`src/rtl/ctx_pkg.sv`:
```
package ctx_pkg;
  typedef enum logic [1:0] {
    ST_IDLE     = 2'd0,
    ST_PUSH     = 2'd1,
    ST_POP_REQ  = 2'd2,
    ST_POP_WAIT = 2'd3
  } seq_state_t;
endpackage

```
`src/rtl/ctx_frame_buf.sv`:
```
// Eight-slot frame store. Slot order is push order:
// 0 PC, 1 SR, 2 LR, 3 R12, 4 R11, 5 R10, 6 R9, 7 R8.
module ctx_frame_buf #(
  parameter int DATA_W = 32,
  parameter int N_EXT  = 8,
  parameter int SLOT_W = $clog2(N_EXT)
) (
  input  logic                          clk,
  input  logic                          rst_n,
  input  logic                          cap_en,
  input  logic [DATA_W-1:0]             cap_pc,
  input  logic [DATA_W-1:0]             cap_sr,
  input  logic [(N_EXT-2)*DATA_W-1:0]   cap_regs,
  input  logic                          wr_en,
  input  logic [SLOT_W-1:0]             wr_slot,
  input  logic [DATA_W-1:0]             wr_data,
  input  logic [SLOT_W-1:0]             rd_slot,
  output logic [DATA_W-1:0]             rd_data,
  output logic [N_EXT*DATA_W-1:0]       slots_flat
);
  for (genvar s = 0; s < N_EXT; s++) begin : g_slot
    logic [DATA_W-1:0] cap_val;
    logic [DATA_W-1:0] word_q;
    if (s == 0) begin : g_pc
      assign cap_val = cap_pc;
    end else if (s == 1) begin : g_sr
      assign cap_val = cap_sr;
    end else begin : g_reg
      assign cap_val = cap_regs[(N_EXT-1-s)*DATA_W +: DATA_W];
    end
    always_ff @(posedge clk or negedge rst_n) begin
      if (!rst_n)                                  word_q <= '0;
      else if (cap_en)                             word_q <= cap_val;
      else if (wr_en && wr_slot == SLOT_W'(s))     word_q <= wr_data;
    end
    assign slots_flat[s*DATA_W +: DATA_W] = word_q;
  end

  assign rd_data = slots_flat[rd_slot*DATA_W +: DATA_W];
endmodule

```
`src/rtl/ctx_sp_unit.sv`:
```
// Stack pointer with pre-decrement push address and the room check.
module ctx_sp_unit #(
  parameter int                ADDR_W   = 32,
  parameter int                BYTES    = 4,
  parameter int                N_BASE   = 2,
  parameter int                N_EXT    = 8,
  parameter logic [ADDR_W-1:0] SP_RESET = 'h100
) (
  input  logic              clk,
  input  logic              rst_n,
  input  logic              dec_en,
  input  logic              inc_en,
  input  logic              chk_en,
  input  logic              chk_ext,
  input  logic              clr_ovf,
  input  logic [ADDR_W-1:0] limit,
  output logic [ADDR_W-1:0] sp,
  output logic [ADDR_W-1:0] push_addr,
  output logic              ovf
);
  localparam logic [ADDR_W:0] SPAN_BASE = (ADDR_W+1)'(N_BASE * BYTES);
  localparam logic [ADDR_W:0] SPAN_EXT  = (ADDR_W+1)'(N_EXT * BYTES);
  localparam logic [ADDR_W-1:0] STEP    = ADDR_W'(BYTES);

  logic [ADDR_W:0] proj;
  logic            ovf_nx;

  assign push_addr = sp - STEP;
  assign proj      = {1'b0, sp} - (chk_ext ? SPAN_EXT : SPAN_BASE);
  assign ovf_nx    = proj[ADDR_W] || (proj[ADDR_W-1:0] < limit);

  always_ff @(posedge clk or negedge rst_n) begin
    if (!rst_n)       sp <= SP_RESET;
    else if (dec_en)  sp <= sp - STEP;
    else if (inc_en)  sp <= sp + STEP;
  end

  always_ff @(posedge clk or negedge rst_n) begin
    if (!rst_n)       ovf <= 1'b0;
    else if (chk_en)  ovf <= ovf_nx;
    else if (clr_ovf) ovf <= 1'b0;
  end

  // every completed write lowers the pointer by one word
  assert_push_step_R2: assert property (@(posedge clk) disable iff (!rst_n)
    dec_en |=> sp == $past(sp) - STEP);
  // every completed read raises it by one word
  assert_pop_step_R4: assert property (@(posedge clk) disable iff (!rst_n)
    inc_en |=> sp == $past(sp) + STEP);
endmodule

```
`src/rtl/ctx_seq_fsm.sv`:
```
// Push/pop sequencer: walks slots up on push, down on pop.
module ctx_seq_fsm
  import ctx_pkg::*;
#(
  parameter int N_BASE = 2,
  parameter int N_EXT  = 8,
  parameter int SLOT_W = $clog2(N_EXT)
) (
  input  logic              clk,
  input  logic              rst_n,
  input  logic              evt_accept,
  input  logic              evt_is_irq,
  input  logic              ret_cmd,
  input  logic              ret_is_irq,
  input  logic              mem_ready,
  input  logic              mem_rvalid,
  output logic              mem_valid,
  output logic              mem_we,
  output logic [SLOT_W-1:0] slot,
  output logic              busy,
  output logic              ext,
  output logic              cap_en,
  output logic              pop_wr,
  output logic              dec_en,
  output logic              inc_en,
  output logic              chk_en,
  output logic              clr_ovf,
  output logic              restore_valid
);
  localparam logic [SLOT_W-1:0] LAST_BASE = SLOT_W'(N_BASE - 1);
  localparam logic [SLOT_W-1:0] LAST_EXT  = SLOT_W'(N_EXT - 1);

  seq_state_t  state;
  logic        hs;
  logic        start_push;
  logic        start_pop;
  logic [SLOT_W-1:0] last_slot;

  always_comb begin
    mem_valid  = (state == ST_PUSH) || (state == ST_POP_REQ);
    mem_we     = (state == ST_PUSH);
    hs         = mem_valid && mem_ready;
    dec_en     = hs && mem_we;
    inc_en     = hs && !mem_we;
    pop_wr     = (state == ST_POP_WAIT) && mem_rvalid;
    start_push = (state == ST_IDLE) && evt_accept;
    start_pop  = (state == ST_IDLE) && !evt_accept && ret_cmd;
    cap_en     = start_push;
    chk_en     = start_push;
    clr_ovf    = start_pop;
    busy       = (state != ST_IDLE);
    last_slot  = ext ? LAST_EXT : LAST_BASE;
  end

  always_ff @(posedge clk or negedge rst_n) begin
    if (!rst_n) begin
      state         <= ST_IDLE;
      slot          <= '0;
      ext           <= 1'b0;
      restore_valid <= 1'b0;
    end else begin
      restore_valid <= 1'b0;
      unique case (state)
        ST_IDLE: begin
          if (start_push) begin
            ext   <= evt_is_irq;
            slot  <= '0;
            state <= ST_PUSH;
          end else if (start_pop) begin
            ext   <= ret_is_irq;
            slot  <= ret_is_irq ? LAST_EXT : LAST_BASE;
            state <= ST_POP_REQ;
          end
        end
        ST_PUSH: begin
          if (hs) begin
            if (slot == last_slot) state <= ST_IDLE;
            else                   slot  <= slot + 1'b1;
          end
        end
        ST_POP_REQ: begin
          if (hs) state <= ST_POP_WAIT;
        end
        ST_POP_WAIT: begin
          if (mem_rvalid) begin
            if (slot == '0) begin
              state         <= ST_IDLE;
              restore_valid <= 1'b1;
            end else begin
              slot  <= slot - 1'b1;
              state <= ST_POP_REQ;
            end
          end
        end
        default: state <= ST_IDLE;
      endcase
    end
  end

  // a stalled request keeps its slot and direction
  assert_req_hold_R8: assert property (@(posedge clk) disable iff (!rst_n)
    (mem_valid && !mem_ready) |=> (mem_valid && $stable(slot) && $stable(mem_we)));
  // the restore strobe only follows the final read response
  assert_restore_after_read_R5: assert property (@(posedge clk) disable iff (!rst_n)
    restore_valid |-> ($past(state == ST_POP_WAIT) && $past(mem_rvalid)));
  // a sequence only starts from a command pulse
  assert_busy_cause_R6: assert property (@(posedge clk) disable iff (!rst_n)
    $rose(busy) |-> $past(evt_accept || ret_cmd));
endmodule

```
`src/rtl/ctx_stack_seq.sv`:
```
module ctx_stack_seq #(
  parameter int                DATA_W    = 32,
  parameter int                ADDR_W    = 32,
  parameter int                N_BASE    = 2,
  parameter int                N_EXT     = 8,
  parameter int                MODE_LSB  = 22,
  parameter int                MODE_W    = 3,
  parameter int                IRQ_LO    = 2,
  parameter int                IRQ_HI    = 5,
  parameter logic [ADDR_W-1:0] SP_RESET  = 'h100
) (
  input  logic                         clk,
  input  logic                         rst_n,
  input  logic                         evt_accept_i,
  input  logic                         evt_is_irq_i,
  input  logic                         ret_cmd_i,
  input  logic [DATA_W-1:0]            cur_sr_i,
  input  logic [DATA_W-1:0]            cur_pc_i,
  input  logic [(N_EXT-2)*DATA_W-1:0]  ctx_regs_i,
  input  logic [ADDR_W-1:0]            stk_limit_i,
  output logic                         mem_req_valid_o,
  input  logic                         mem_req_ready_i,
  output logic                         mem_we_o,
  output logic [ADDR_W-1:0]            mem_addr_o,
  output logic [DATA_W-1:0]            mem_wdata_o,
  input  logic                         mem_rvalid_i,
  input  logic [DATA_W-1:0]            mem_rdata_i,
  output logic                         busy_o,
  output logic                         ovf_o,
  output logic [ADDR_W-1:0]            sp_o,
  output logic                         restore_valid_o,
  output logic                         restore_ext_o,
  output logic [DATA_W-1:0]            restore_sr_o,
  output logic [DATA_W-1:0]            restore_pc_o,
  output logic [(N_EXT-2)*DATA_W-1:0]  restore_regs_o
);
  localparam int SLOT_W = $clog2(N_EXT);
  localparam int BYTES  = DATA_W / 8;
  localparam int N_GPR  = N_EXT - 2;

  logic [MODE_W-1:0]       ret_mode;
  logic                    ret_is_irq;
  logic [SLOT_W-1:0]       slot;
  logic                    ext, cap_en, pop_wr, dec_en, inc_en, chk_en, clr_ovf;
  logic [ADDR_W-1:0]       push_addr;
  logic [N_EXT*DATA_W-1:0] slots_flat;

  assign ret_mode   = cur_sr_i[MODE_LSB +: MODE_W];
  assign ret_is_irq = (ret_mode >= MODE_W'(IRQ_LO)) && (ret_mode <= MODE_W'(IRQ_HI));

  ctx_seq_fsm #(.N_BASE(N_BASE), .N_EXT(N_EXT), .SLOT_W(SLOT_W)) u_fsm (
    .clk(clk), .rst_n(rst_n),
    .evt_accept(evt_accept_i), .evt_is_irq(evt_is_irq_i),
    .ret_cmd(ret_cmd_i), .ret_is_irq(ret_is_irq),
    .mem_ready(mem_req_ready_i), .mem_rvalid(mem_rvalid_i),
    .mem_valid(mem_req_valid_o), .mem_we(mem_we_o),
    .slot(slot), .busy(busy_o), .ext(ext),
    .cap_en(cap_en), .pop_wr(pop_wr), .dec_en(dec_en), .inc_en(inc_en),
    .chk_en(chk_en), .clr_ovf(clr_ovf), .restore_valid(restore_valid_o)
  );

  ctx_sp_unit #(.ADDR_W(ADDR_W), .BYTES(BYTES), .N_BASE(N_BASE),
                .N_EXT(N_EXT), .SP_RESET(SP_RESET)) u_sp (
    .clk(clk), .rst_n(rst_n),
    .dec_en(dec_en), .inc_en(inc_en),
    .chk_en(chk_en), .chk_ext(evt_is_irq_i), .clr_ovf(clr_ovf),
    .limit(stk_limit_i), .sp(sp_o), .push_addr(push_addr), .ovf(ovf_o)
  );

  ctx_frame_buf #(.DATA_W(DATA_W), .N_EXT(N_EXT), .SLOT_W(SLOT_W)) u_buf (
    .clk(clk), .rst_n(rst_n),
    .cap_en(cap_en), .cap_pc(cur_pc_i), .cap_sr(cur_sr_i), .cap_regs(ctx_regs_i),
    .wr_en(pop_wr), .wr_slot(slot), .wr_data(mem_rdata_i),
    .rd_slot(slot), .rd_data(mem_wdata_o), .slots_flat(slots_flat)
  );

  assign mem_addr_o    = mem_we_o ? push_addr : sp_o;
  assign restore_ext_o = ext;
  assign restore_pc_o  = slots_flat[0 +: DATA_W];
  assign restore_sr_o  = slots_flat[DATA_W +: DATA_W];

  for (genvar j = 0; j < N_GPR; j++) begin : g_rst_reg
    assign restore_regs_o[j*DATA_W +: DATA_W] = slots_flat[(N_EXT-1-j)*DATA_W +: DATA_W];
  end

  // address and data stay put under back-pressure
  assert_addr_hold_R8: assert property (@(posedge clk) disable iff (!rst_n)
    (mem_req_valid_o && !mem_req_ready_i) |=>
      ($stable(mem_addr_o) && $stable(mem_wdata_o)));
endmodule

```
`config.mk`:
```
export PLATFORM = sky130hd
export DESIGN_NAME = ctx_stack_seq
export DESIGN_NICKNAME = d
export VERILOG_FILES = /design/src/rtl/ctx_pkg.sv /design/src/rtl/ctx_frame_buf.sv /design/src/rtl/ctx_sp_unit.sv /design/src/rtl/ctx_seq_fsm.sv /design/src/rtl/ctx_stack_seq.sv
export SDC_FILE = /design/constraint.sdc
export NUM_CORES = 1
export LEC_CHECK = 0
export BUFFER_PORTS_ARGS = -buffer_cell sky130_fd_sc_hd__buf_4
export CORE_AREA = 2 2 268 270
export DETAILED_ROUTE_END_ITERATION = 16
export DIE_AREA = 0 0 270 272
export PLACE_DENSITY_LB_ADDON = 0.1
export RECOVER_POWER = 100
export SYNTH_ARGS = -nofsm -noshare
export SYNTH_HDL_FRONTEND = slang
export SYNTH_HIERARCHICAL = 1
export SYNTH_SLANG_ARGS = --single-unit
```
`constraint.sdc`:
```
create_clock -name clk -period 10.3 [get_ports clk]
set_input_delay 0.515 -clock clk [delete_from_list [all_inputs] [get_ports clk]]
set_output_delay 0.515 -clock clk [all_outputs]
set_load 0.02 [all_outputs]
```
==> impl_metrics.csv <==
group,metric,value,unit
status,status,"finished, violations left",
status,violations,"capacitance limit, slew limit",
hold_path,min_path_cells,3,
critical_path,cpPeakStageDelay,2.58,ns
synthesis,ys_top_cells_by_area,"dfrtp_1 39%, mux2i_1 14%, o21ai_0 6.3%, nand2_1 5.8%, mux4_1 5.3%",
detailed_routing,wl_per_cell,25.0,um
place,port-buffer-count,680,
synthesis,synth_flop_cell,"dfrtp_1",
synthesis,yosysTopAreaCell,"dfrtp_1",
synthesis,yosys-mux-area-fraction,26.9,%
final_layout,syn_to_final_growth,28.6,%
detailed_routing,remaining_drc_errors,0,
detailed_routing,drt_iter0_markers,1167,
detailed_routing,ant_nets,0,
flow_run,max_cap_violations,14,
final_layout,multiInputGateArea,0.0102,sq mm
die,die_y,272,um
die,die_w,270,um
critical_path,path_class,"reg -> reg",
timing,tightest_slew,6.38,ns
detailed_routing,wirelength,84700,um
final_layout,final_common_cell,"buf_4",
synthesis,syn_avg_cell_area,10.3,sq um
die,row_count,98,
critical_path,worstPathArrival,6.95,ns
final_layout,final_cells,3388,
timing,period_minus_slack,6.57,ns
final_layout,final_area,0.0243,sq mm
cts,worst_skew_pair.late_latency,0.56,ns
synthesis,yosysWarningCount,6,
place,dp_slack,6.69,ns
critical_path,crit_slowest_cell,"clkbuf_1",
final_layout,fin_nets,2768,
global_route,overflow,0,
synthesis,synthAdderAreaFrac,2.76,%
cts,cts-htree-levels,2,
timing,slew_viol_final,466,
critical_path,path_buf_inv,2,
critical_path,rr_worst_depth,5,
hold_path,hold_class,"in -> reg",
critical_path,crit_family,"buffers and inverters",
die,ios,685,
critical_path,start_kind,"flip-flop",
place,place_inst,3308,
global_route,antenna_found_initial,15,
synthesis,synth_top_area_share,38.8,%
cts,numCtsBuffers,40,
final_layout,mostFrequentLayoutCells,"368 x buf_4, 343 x clkbuf_1, 292 x nand2_1, 291 x dfrtp_1, 265 x o21ai_0",
timing,finClkSkew,0.0129,ns
cts,clock_sinks,294,
power,vdd_drop_max,0.136,mV
timing,setup_tns,0,ns
synthesis,synth_top_family_by_area,"multiplexers",
final_layout,nFillCells,7573,
detailed_routing,dr.pass1.iters,5,
timing,fmax,152,MHz
synthesis,yosys.area_share.simple,11.5,%
die,dieArea,0.0734,sq mm
cts,postCtsSetupBuffers,0,
synthesis,synth_xor_area_share,3.80,%
synthesis,synthArstFlopShare,100,%
timing,layout_setup_ws,3.73,ns
cts,clk_pin_slew_worst_paths,0.06,ns
timing,rsz0062_at_grt,"false",
synthesis,yosysSeqAreaShare,39.0,%
synthesis,synth_seq_cells,294,
global_route,grt_pass1_wl,122000,um
cts,cts_tree,"done",
critical_path,crit_fanout,44,
global_route,grt_max_degree,149,
power,power_density,322,mW/mm^2
global_route,grt_pass1_vias,17300,
timing,hold_violations,0,
global_route,grt_use_total,22.1,%
power,p_leak,0.0109,uW
synthesis,synth_area,0.0189,sq mm
die,initial_core_util,26.7,%
critical_path,crit_top_cell,"clkbuf_1",
detailed_routing,viasPerCell,4.98,
synthesis,synth-compound-area-share,9.47,%
critical_path,cp-end-kind,"flip-flop",
critical_path,crit_path_cell_trace,"clkbuf_1 -> nand4b_1 -> clkbuf_1 -> mux2i_1 -> o21ai_0",
cts,cts_buffer_depth,3,
synthesis,syn_inst,1836,
place,dpl_cell_area,0.0243,sq mm
timing,period_share,63.8,%
synthesis,synth-edff-count,0,
critical_path,worst-path-stages,5,
final_layout,regArea,0.00736,sq mm
synthesis,ys_types,70,
timing,setup_viol,0,
timing,relSlewSlack,-326,%
cts,cts.repair.resized,0,
critical_path,worstPathRequired,10.67,ns
detailed_routing,vias,16900,
cts,cts-root-buf,"clkbuf_16",
place,place.gp.congestion,0.873,
die,core,0.0708,sq mm
final_layout,drive_gt1_share,21.2,%
cts,holdBufCountCts,0,
place,dpl.hpwl,60200,um
[layer usage]
| metal | vias to the layer above | GRT usage, % | wire length, um |
|---|---|---|---|
| li1 | 7656 | - | - |
| met1 | 8508 | 28.1 | 36200 |
| met2 | 579 | 37.2 | 41400 |
| met3 | 111 | 4.48 | 4620 |
| met4 | 6 | 7.66 | 2480 |
| met5 | - | 0 | 40 |
[cells by family (layout without fill, tap and decap cells)]
group / count (synthesis) / count (layout)
AO/OA/AOI/OAI: 331 / 331
other: 1 / 15
multiplexers: 392 / 392
XOR/XNOR: 82 / 82
AND/OR/NAND/NOR: 461 / 461
flip-flops: 294 / 294
adder cells (fa/ha/maj): 41 / 41
buffers and inverters: 234 / 822
[Yosys cell counts (4+ instances only)]
cell / count
a21o_1: 5
a21oi_1: 22
a31oi_1: 8
a32oi_1: 5
and2_1: 5
and3_1: 7
and4_1: 8
buf_1: 9
buf_2: 60
buf_4: 16
buf_6: 26
clkbuf_1: 69
dfrtp_1: 293
ha_1: 40
inv_1: 51
mux2_2: 39
mux2_4: 31
mux2i_1: 258
mux4_1: 38
mux4_2: 26
nand2_1: 292
nand3_1: 18
nand4_1: 14
nand4b_1: 4
nor2_1: 41
nor3_1: 24
nor4_1: 10
nor4_2: 4
o21ai_0: 238
o21ai_1: 30
or3_1: 4
xnor2_1: 51
xor2_1: 31
[report_power, final]
part	leakage [uW]	internal (uW)	switching [uW]
Clock	0.000652	865	559
Sequential	0.00367	1680	648
Combinational	0.00661	1510	2560
Total	0.0109	4060	3770
[layout make-up]
class / instances / share of cell area, %
multi-input combinational: 1311 / 41.8
sequential: 294 / 30.3
timing repair buffer: 702 / 16.6
clock buffer: 62 / 5.05
tap: 950 / 4.89
inverter: 51 / 0.819
clock inverter: 7 / 0.397
antenna: 11 / 0.113
[metrics by stage]
step | total power [uW] | hold WS (ns) | utilization (%)
final | 7830 | 0.159 | 34.3
after global routing | 8310 | 0.135 | 34.3
after CTS | 8520 | 0.0469 | 36.3
after detailed placement | 7050 | 0.566 | 34.4
after global placement | 7000 | 0.560 | 34.4
after floorplan | 5000 | 0.219 | -
[flip-flops by register name (all words and copies together), names as in the netlist]
signal               count
u_sp/sp                 30
u_fsm/restore_valid      1
u_fsm/ext                1
u_fsm/slot               3
u_buf/g_slot.word_q    256
u_fsm/state              2
u_sp/ovf                 1
[worst reg2reg max path: stages, from the launching register on]
cell and delay (ns):
dfrtp_4 0.90, clkbuf_1 2.61, nand4b_1 0.88, clkbuf_1 1.28, mux2i_1 0.60, o21ai_0 0.13
[final timing paths]
kind,slack [ns],endpoint,start
setup / recovery,3.73,u_buf/g_slot[3].word_q[20],u_fsm/slot[1]
hold / removal,0.16,u_buf/g_slot[0].word_q[8],cur_pc_i[8]
setup reg to reg,3.73,u_buf/g_slot[3].word_q[20],u_fsm/slot[1]
hold reg to reg,0.58,u_fsm/state[1],u_fsm/state[1]
max in group asynchronous,4.35,u_buf/g_slot[5].word_q[25],rst_n
min in group asynchronous,2.31,u_buf/g_slot[7].word_q[15],rst_n
(Power assumes the default switching activity.)
